`src/rtl/ps_cfg_pkg.sv`:
```
package ps_cfg_pkg;

  typedef enum logic [1:0] {
    ERR_NONE      = 2'b00,
    ERR_NO_STATUS = 2'b01,
    ERR_TIMEOUT   = 2'b10,
    ERR_NO_DONE   = 2'b11
  } cfg_err_e;

  typedef enum logic [3:0] {
    S_IDLE,
    S_HOLD,
    S_SETTLE,
    S_POLL,
    S_FETCH,
    S_BIT_LO,
    S_BIT_HI,
    S_CHECK,
    S_TR_HI,
    S_TR_LO
  } cfg_state_e;

  function automatic int cfg_max4(input int a, input int b, input int c, input int d);
    int m;
    m = a;
    if (b > m) m = b;
    if (c > m) m = c;
    if (d > m) m = d;
    return m;
  endfunction

endpackage

```
`src/rtl/cfg_delay_timer.sv`:
```
module cfg_delay_timer #(
  parameter int W = 8
) (
  input  logic         clk,
  input  logic         rst,
  input  logic         load_i,
  input  logic [W-1:0] val_i,
  output logic         expired_o
);

  logic [W-1:0] cnt_q;

  always_ff @(posedge clk) begin
    if (rst) begin
      cnt_q <= '0;
    end else if (load_i) begin
      cnt_q <= val_i;
    end else if (cnt_q != '0) begin
      cnt_q <= cnt_q - 1'b1;
    end
  end

  assign expired_o = (cnt_q == '0);

endmodule

```
`src/rtl/cfg_byte_shifter.sv`:
```
module cfg_byte_shifter #(
  parameter int BITS = 8
) (
  input  logic            clk,
  input  logic            rst,
  input  logic            load_i,
  input  logic [BITS-1:0] byte_i,
  input  logic            shift_i,
  output logic            next_bit_o,
  output logic            last_o
);

  localparam int CW = $clog2(BITS);

  logic [BITS-1:0] sr_q;
  logic [CW-1:0]   idx_q;

  always_ff @(posedge clk) begin
    if (rst) begin
      sr_q  <= '0;
      idx_q <= '0;
    end else if (load_i) begin
      sr_q  <= byte_i;
      idx_q <= '0;
    end else if (shift_i) begin
      sr_q  <= {1'b0, sr_q[BITS-1:1]};
      idx_q <= idx_q + 1'b1;
    end
  end

  assign next_bit_o = sr_q[1];
  assign last_o     = (idx_q == CW'(BITS - 1));

endmodule

```
`src/rtl/ps_cfg_master.sv`:
```
module ps_cfg_master
  import ps_cfg_pkg::*;
#(
  parameter int CNT_W       = 24,
  parameter int HOLD_CYC    = 100,
  parameter int SETTLE_CYC  = 100,
  parameter int TIMEOUT_CYC = 5000000,
  parameter int HALF_CYC    = 1,
  parameter int TRAIL_CLKS  = 12
) (
  input  logic             clk,
  input  logic             rst,
  input  logic             start_i,
  input  logic [CNT_W-1:0] byte_count_i,
  input  logic [7:0]       byte_data_i,
  input  logic             byte_valid_i,
  output logic             byte_ready_o,
  output logic             cfg_req_n_o,
  output logic             sclk_o,
  output logic             sdata_o,
  input  logic             status_n_i,
  input  logic             done_i,
  output logic             busy_o,
  output logic             success_o,
  output logic             fail_o,
  output logic [1:0]       err_code_o
);

  localparam int MAXC = cfg_max4(HOLD_CYC, SETTLE_CYC, TIMEOUT_CYC, HALF_CYC);
  localparam int TW   = (MAXC < 2) ? 1 : $clog2(MAXC);
  localparam int TRW  = $clog2(TRAIL_CLKS + 1);

  localparam logic [TW-1:0] T_HOLD    = TW'(HOLD_CYC - 1);
  localparam logic [TW-1:0] T_SETTLE  = TW'(SETTLE_CYC - 1);
  localparam logic [TW-1:0] T_TIMEOUT = TW'(TIMEOUT_CYC - 1);
  localparam logic [TW-1:0] T_HALF    = TW'(HALF_CYC - 1);

  cfg_state_e       st_q, st_n;
  logic             cfgn_q, cfgn_n;
  logic             sclk_q, sclk_n;
  logic             sdat_q, sdat_n;
  logic             ready_q, ready_n;
  logic             succ_q, succ_n;
  logic             fail_q, fail_n;
  logic             busy_q;
  cfg_err_e         err_q, err_n;
  logic [CNT_W-1:0] rem_q, rem_n;
  logic [TRW-1:0]   trail_q, trail_n;

  logic             tmr_load;
  logic [TW-1:0]    tmr_val;
  logic             tmr_exp;
  logic             sh_load, sh_shift, sh_next, sh_last;
  logic             do_abort;
  cfg_err_e         abort_code;

  cfg_delay_timer #(.W(TW)) i_timer (
    .clk      (clk),
    .rst      (rst),
    .load_i   (tmr_load),
    .val_i    (tmr_val),
    .expired_o(tmr_exp)
  );

  cfg_byte_shifter #(.BITS(8)) i_shifter (
    .clk       (clk),
    .rst       (rst),
    .load_i    (sh_load),
    .byte_i    (byte_data_i),
    .shift_i   (sh_shift),
    .next_bit_o(sh_next),
    .last_o    (sh_last)
  );

  always_comb begin
    st_n       = st_q;
    cfgn_n     = cfgn_q;
    sclk_n     = sclk_q;
    sdat_n     = sdat_q;
    ready_n    = ready_q;
    succ_n     = succ_q;
    fail_n     = fail_q;
    err_n      = err_q;
    rem_n      = rem_q;
    trail_n    = trail_q;
    tmr_load   = 1'b0;
    tmr_val    = '0;
    sh_load    = 1'b0;
    sh_shift   = 1'b0;
    do_abort   = 1'b0;
    abort_code = ERR_NONE;

    unique case (st_q)
      S_IDLE: begin
        if (start_i) begin
          st_n     = S_HOLD;
          cfgn_n   = 1'b0;
          succ_n   = 1'b0;
          fail_n   = 1'b0;
          err_n    = ERR_NONE;
          rem_n    = byte_count_i;
          tmr_load = 1'b1;
          tmr_val  = T_HOLD;
        end
      end
      S_HOLD: begin
        if (tmr_exp) begin
          if (!status_n_i) begin
            st_n     = S_SETTLE;
            cfgn_n   = 1'b1;
            tmr_load = 1'b1;
            tmr_val  = T_SETTLE;
          end else begin
            do_abort   = 1'b1;
            abort_code = ERR_NO_STATUS;
          end
        end
      end
      S_SETTLE: begin
        if (tmr_exp) begin
          st_n     = S_POLL;
          tmr_load = 1'b1;
          tmr_val  = T_TIMEOUT;
        end
      end
      S_POLL: begin
        if (status_n_i) begin
          if (rem_q == '0) begin
            st_n = S_CHECK;
          end else begin
            st_n    = S_FETCH;
            ready_n = 1'b1;
          end
        end else if (tmr_exp) begin
          do_abort   = 1'b1;
          abort_code = ERR_TIMEOUT;
        end
      end
      S_FETCH: begin
        if (byte_valid_i && ready_q) begin
          sh_load  = 1'b1;
          sdat_n   = byte_data_i[0];
          ready_n  = 1'b0;
          rem_n    = rem_q - 1'b1;
          st_n     = S_BIT_LO;
          tmr_load = 1'b1;
          tmr_val  = T_HALF;
        end
      end
      S_BIT_LO: begin
        if (tmr_exp) begin
          sclk_n   = 1'b1;
          st_n     = S_BIT_HI;
          tmr_load = 1'b1;
          tmr_val  = T_HALF;
        end
      end
      S_BIT_HI: begin
        if (tmr_exp) begin
          sclk_n = 1'b0;
          if (!sh_last) begin
            sh_shift = 1'b1;
            sdat_n   = sh_next;
            st_n     = S_BIT_LO;
            tmr_load = 1'b1;
            tmr_val  = T_HALF;
          end else if (rem_q == '0) begin
            sdat_n = 1'b0;
            st_n   = S_CHECK;
          end else begin
            st_n    = S_FETCH;
            ready_n = 1'b1;
          end
        end
      end
      S_CHECK: begin
        if (done_i) begin
          sclk_n   = 1'b1;
          trail_n  = '0;
          st_n     = S_TR_HI;
          tmr_load = 1'b1;
          tmr_val  = T_HALF;
        end else begin
          do_abort   = 1'b1;
          abort_code = ERR_NO_DONE;
        end
      end
      S_TR_HI: begin
        if (tmr_exp) begin
          sclk_n   = 1'b0;
          st_n     = S_TR_LO;
          tmr_load = 1'b1;
          tmr_val  = T_HALF;
        end
      end
      S_TR_LO: begin
        if (tmr_exp) begin
          if (trail_q == TRW'(TRAIL_CLKS - 1)) begin
            st_n   = S_IDLE;
            succ_n = 1'b1;
          end else begin
            trail_n  = trail_q + 1'b1;
            sclk_n   = 1'b1;
            st_n     = S_TR_HI;
            tmr_load = 1'b1;
            tmr_val  = T_HALF;
          end
        end
      end
      default: st_n = S_IDLE;
    endcase

    if (do_abort) begin
      st_n    = S_IDLE;
      cfgn_n  = 1'b1;
      sclk_n  = 1'b0;
      sdat_n  = 1'b0;
      ready_n = 1'b0;
      fail_n  = 1'b1;
      err_n   = abort_code;
    end
  end

  always_ff @(posedge clk) begin
    if (rst) begin
      st_q    <= S_IDLE;
      cfgn_q  <= 1'b1;
      sclk_q  <= 1'b0;
      sdat_q  <= 1'b0;
      ready_q <= 1'b0;
      succ_q  <= 1'b0;
      fail_q  <= 1'b0;
      busy_q  <= 1'b0;
      err_q   <= ERR_NONE;
      rem_q   <= '0;
      trail_q <= '0;
    end else begin
      st_q    <= st_n;
      cfgn_q  <= cfgn_n;
      sclk_q  <= sclk_n;
      sdat_q  <= sdat_n;
      ready_q <= ready_n;
      succ_q  <= succ_n;
      fail_q  <= fail_n;
      busy_q  <= (st_n != S_IDLE);
      err_q   <= err_n;
      rem_q   <= rem_n;
      trail_q <= trail_n;
    end
  end

  assign byte_ready_o = ready_q;
  assign cfg_req_n_o  = cfgn_q;
  assign sclk_o       = sclk_q;
  assign sdata_o      = sdat_q;
  assign busy_o       = busy_q;
  assign success_o    = succ_q;
  assign fail_o       = fail_q;
  assign err_code_o   = err_q;

endmodule

```
`config.mk`:
```
export PLATFORM = sky130hd
export DESIGN_NAME = ps_cfg_master
export DESIGN_NICKNAME = d
export VERILOG_FILES = /design/src/rtl/ps_cfg_pkg.sv /design/src/rtl/cfg_delay_timer.sv /design/src/rtl/cfg_byte_shifter.sv /design/src/rtl/ps_cfg_master.sv
export SDC_FILE = /design/constraint.sdc
export NUM_CORES = 1
export LEC_CHECK = 0
export ABC_CLOCK_PERIOD_IN_PS = 9700
export BUFFER_PORTS_ARGS = -buffer_cell sky130_fd_sc_hd__buf_2
export CAP_MARGIN = 40
export CORE_MARGIN = 10
export CORE_UTILIZATION = 30
export CTS_CLUSTER_DIAMETER = 150
export DETAILED_ROUTE_END_ITERATION = 10
export SLEW_MARGIN = 20
export SYNTH_ARGS = -nofsm -noshare
export SYNTH_HDL_FRONTEND = slang
export SYNTH_HIERARCHICAL = 1
export SYNTH_SLANG_ARGS = --single-unit
```
`constraint.sdc`:
```
create_clock -name clk -period 9.7 [get_ports clk]
set_input_delay 1.94 -clock clk [delete_from_list [all_inputs] [get_ports clk]]
set_output_delay 1.94 -clock clk [all_outputs]
set_load 0.05 [all_outputs]
```
==> impl_metrics.env <==
export IMPL_diodes=0
export IMPL_slew_violations=0
export IMPL_max_cap_violations=0
export IMPL_maxSlewHeadroom=0.485
export IMPL_drc=0
export IMPL_p_per_area_nw_per_um2=197
export IMPL_ctsResizeCount=0
export IMPL_tns_ns=0
export IMPL_period_minus_slack_ns=3.78
export IMPL_synth_area_leader_cell="dfxtp_1"
export IMPL_root_buffer="clkbuf_16"
export IMPL_ys_top_cells_by_area="dfxtp_1 (33%), a21oi_1 (5.4%), nand2_1 (5.4%)"
export IMPL_place_gp_congestion=0.847
export IMPL_via_count=4351
export IMPL_fin_util=0.358
export IMPL_tightest_slew_ns=0.772
export IMPL_synth_seq_cells=74
export IMPL_postRouteAntennaNets=0
export IMPL_synth_compound_area_frac=0.239
export IMPL_synth_ff_type="dfxtp_1"
export IMPL_synthSimpleGateAreaFrac=0.304
export IMPL_overflow=0
export IMPL_critPathArrivalTime_ns=3.96
export IMPL_synth_area_um2=4450
export IMPL_track_usage=0.117
export IMPL_muxShareOfSynthArea=0.0203
export IMPL_async_flop_share=0
export IMPL_synth_adder_area_share=0.0169
export IMPL_use_met2=0.203
export IMPL_nets=644
export IMPL_grt_busiest_layer="met2"
export IMPL_fp_dieArea_um2=20100
export IMPL_pin_count=47
export IMPL_status="complete, no violations"
export IMPL_met3_usage=0.0184
export IMPL_wl_per_cell_um=14.9
export IMPL_synth_edff_count=0
export IMPL_finalSetupViolCount=0
export IMPL_fin_crit_sh=0.390
export IMPL_cts_made_buffers=9
export IMPL_p_leak_uw=0.00190
export IMPL_critical_path_required_ns=9.88
export IMPL_dp_hpwl_um=8110
export IMPL_synth_distinct_cells=73
export IMPL_avgSynthCellArea_um2=7.84
export IMPL_post_cts_buffers=0
export IMPL_cts_sinks=74
export IMPL_rsz0062_at_grt="no"
export IMPL_peakVddDrop_mv=0.0983
export IMPL_wl_um=11800
export IMPL_cts_tree="yes"
export IMPL_grtUsageMet1=0.144
export IMPL_grt_pass1_vias=4284
export IMPL_antenna_found_initial=0
export IMPL_postSynthCellCount=567
export IMPL_worst_setup_path_type="in2reg"
export IMPL_final_hold_violation_count=0
export IMPL_clkLatencyLatePin_ns=0.34
export IMPL_firstDrtPassIters=6
export IMPL_synth_xor_area_share=0.0335
export IMPL_fin_skew_ns=0.00758
export IMPL_path_max_fanout=29
export IMPL_syn2layout_area_growth_pct=16.9
export IMPL_synth_common_cells="dfxtp_1 (74), nand2_1 (64), a21oi_1 (48)"
export IMPL_synth_top_family_by_area="simple AND/OR/NAND/NOR gates"
export IMPL_min_path_type="reg2reg"
export IMPL_fp_dieH_um=142
export IMPL_grt_first_pass_wirelength_um=20100
export IMPL_clk_pin_slew_worst_paths_ns=0.06
export IMPL_worstSetupEndpointType="flip-flop"
export IMPL_vias_per_cell=5.51
export IMPL_dieWidth_um=142
export IMPL_synth_top_area_frac=0.333
export IMPL_htree_num_levels=3
export IMPL_start_util=0.306
export IMPL_hold_buffers=0
export IMPL_ys_seq_area_frac=0.333
export IMPL_fmax_mhz=265
export IMPL_ys_warn_count=6
export IMPL_drive_above_1_share=0.155
export IMPL_cp_start_kind="input port"
export IMPL_drtIter0Drc=292
export IMPL_grt_max_degree=71
export IMPL_coreArea_um2=14500
export IMPL_rows=44
export IMPL_synth_most_common_cell="dfxtp_1"
export IMPL_port_buffers=46
export IMPL_clock_path_buffers=2
## worst max-delay path, cell delays in order
cell      delay [ns]
buf_2           0.08
or3b_2          0.47
o22a_1          0.39
nand3_1         0.16
buf_4           0.29
or2_2           0.24
nand2b_1        0.23
o22ai_1         0.14
## logic make-up after synthesis
group | count (synthesis)
AO/OA/AOI/OAI | 159
XOR/XNOR | 17
adder cells (fa/ha/maj) | 6
buffers and inverters | 55
flip-flops | 74
multiplexers | 9
other | 1
AND/OR/NAND/NOR | 246
## state kept, by name, indices dropped and copies added, names as in the netlist, 2 cells and up
signal,flops
rem_q,24
i_timer/cnt_q,23
i_shifter/sr_q,7
st_q,4
trail_q,4
i_shifter/idx_q,3
err_code_o,2
## worst paths after layout
| path | startpoint | to | slack (ns) | cells past startpoint |
|---|---|---|---|---|
| worst max-delay path | start_i | i_timer/cnt_q[15] | 5.92 | 8 |
| worst max register to register | i_timer/cnt_q[0] | i_timer/cnt_q[5] | 6.28 | 12 |
| worst min-delay path | rem_q[14] | rem_q[14] | 0.48 | 2 |
| worst min register to register | rem_q[14] | rem_q[14] | 0.48 | 2 |
## power breakdown
| part | total, µW | leakage, µW | switching, µW | internal (µW) |
|---|---|---|---|---|
| sequential | 371 | 0.000605 | 36.6 | 334 |
| clock | 394 | 0.000167 | 140 | 254 |
| combinational | 259 | 0.00112 | 154 | 105 |
| total | 1020 | 0.00190 | 331 | 693 |
## cell usage in the layout (no fill, tap or decap), types with 4 or more instances in the layout
cell type  Yosys  routed
buf_4          0       8
nand3b_1       4       4
nor4_1        16      16
o32ai_1        5       5
o31ai_1        8       8
buf_2          6      47
ha_1           6       6
a22oi_1        4       4
mux2i_1        9       9
clkbuf_16      0       9
or2_2          5       5
nand3_1       27      27
o21ai_0       24      24
o22ai_1        9       8
nor2b_1       16      16
a31oi_1        8       8
xor2_1         7       7
nor2_1        33      33
a311o_1        5       5
or3_1         10      10
a211oi_1      11      11
dfxtp_1       74      74
conb_1         1       9
nand2_1       64      64
nand4_1        5       5
a21oi_1       48      48
o21a_1         4       4
xnor2_1       10      10
o211ai_1       4       4
nor3_1        27      27
inv_1         13      13
## metrics by stage
| stage | setup slack [ns] | cell area (µm²) | total power, µW | cells | hold slack [ns] |
|---|---|---|---|---|---|
| after floorplan | 5.75 | 4480 | 575 | 575 | 0.453 |
| after global placement | 5.41 | 4820 | 625 | 769 | 0.463 |
| after detailed placement | 5.64 | 4840 | 633 | 771 | 0.471 |
| after CTS | 5.95 | 5190 | 1030 | 787 | 0.479 |
| after global routing | 5.79 | 5200 | 1080 | 789 | 0.502 |
| final | 5.92 | 5200 | 1020 | 789 | 0.484 |
## area by class of cell
type                       count  area (µm²)
fill                        1550        9330
multi-input combinational    446        2780
sequential                    74        1480
timing repair buffer          56         310
tap                          184         230
clock buffer                   9         225
clock inverter                 7         124
inverter                      13        48.8
## per-layer routing
metal	vias up	wire length [µm]
met4	0	168
met1	2052	5200
met5	-	0
li1	2177	-
met3	11	473
met2	111	5950
(Power assumes the default switching activity.)
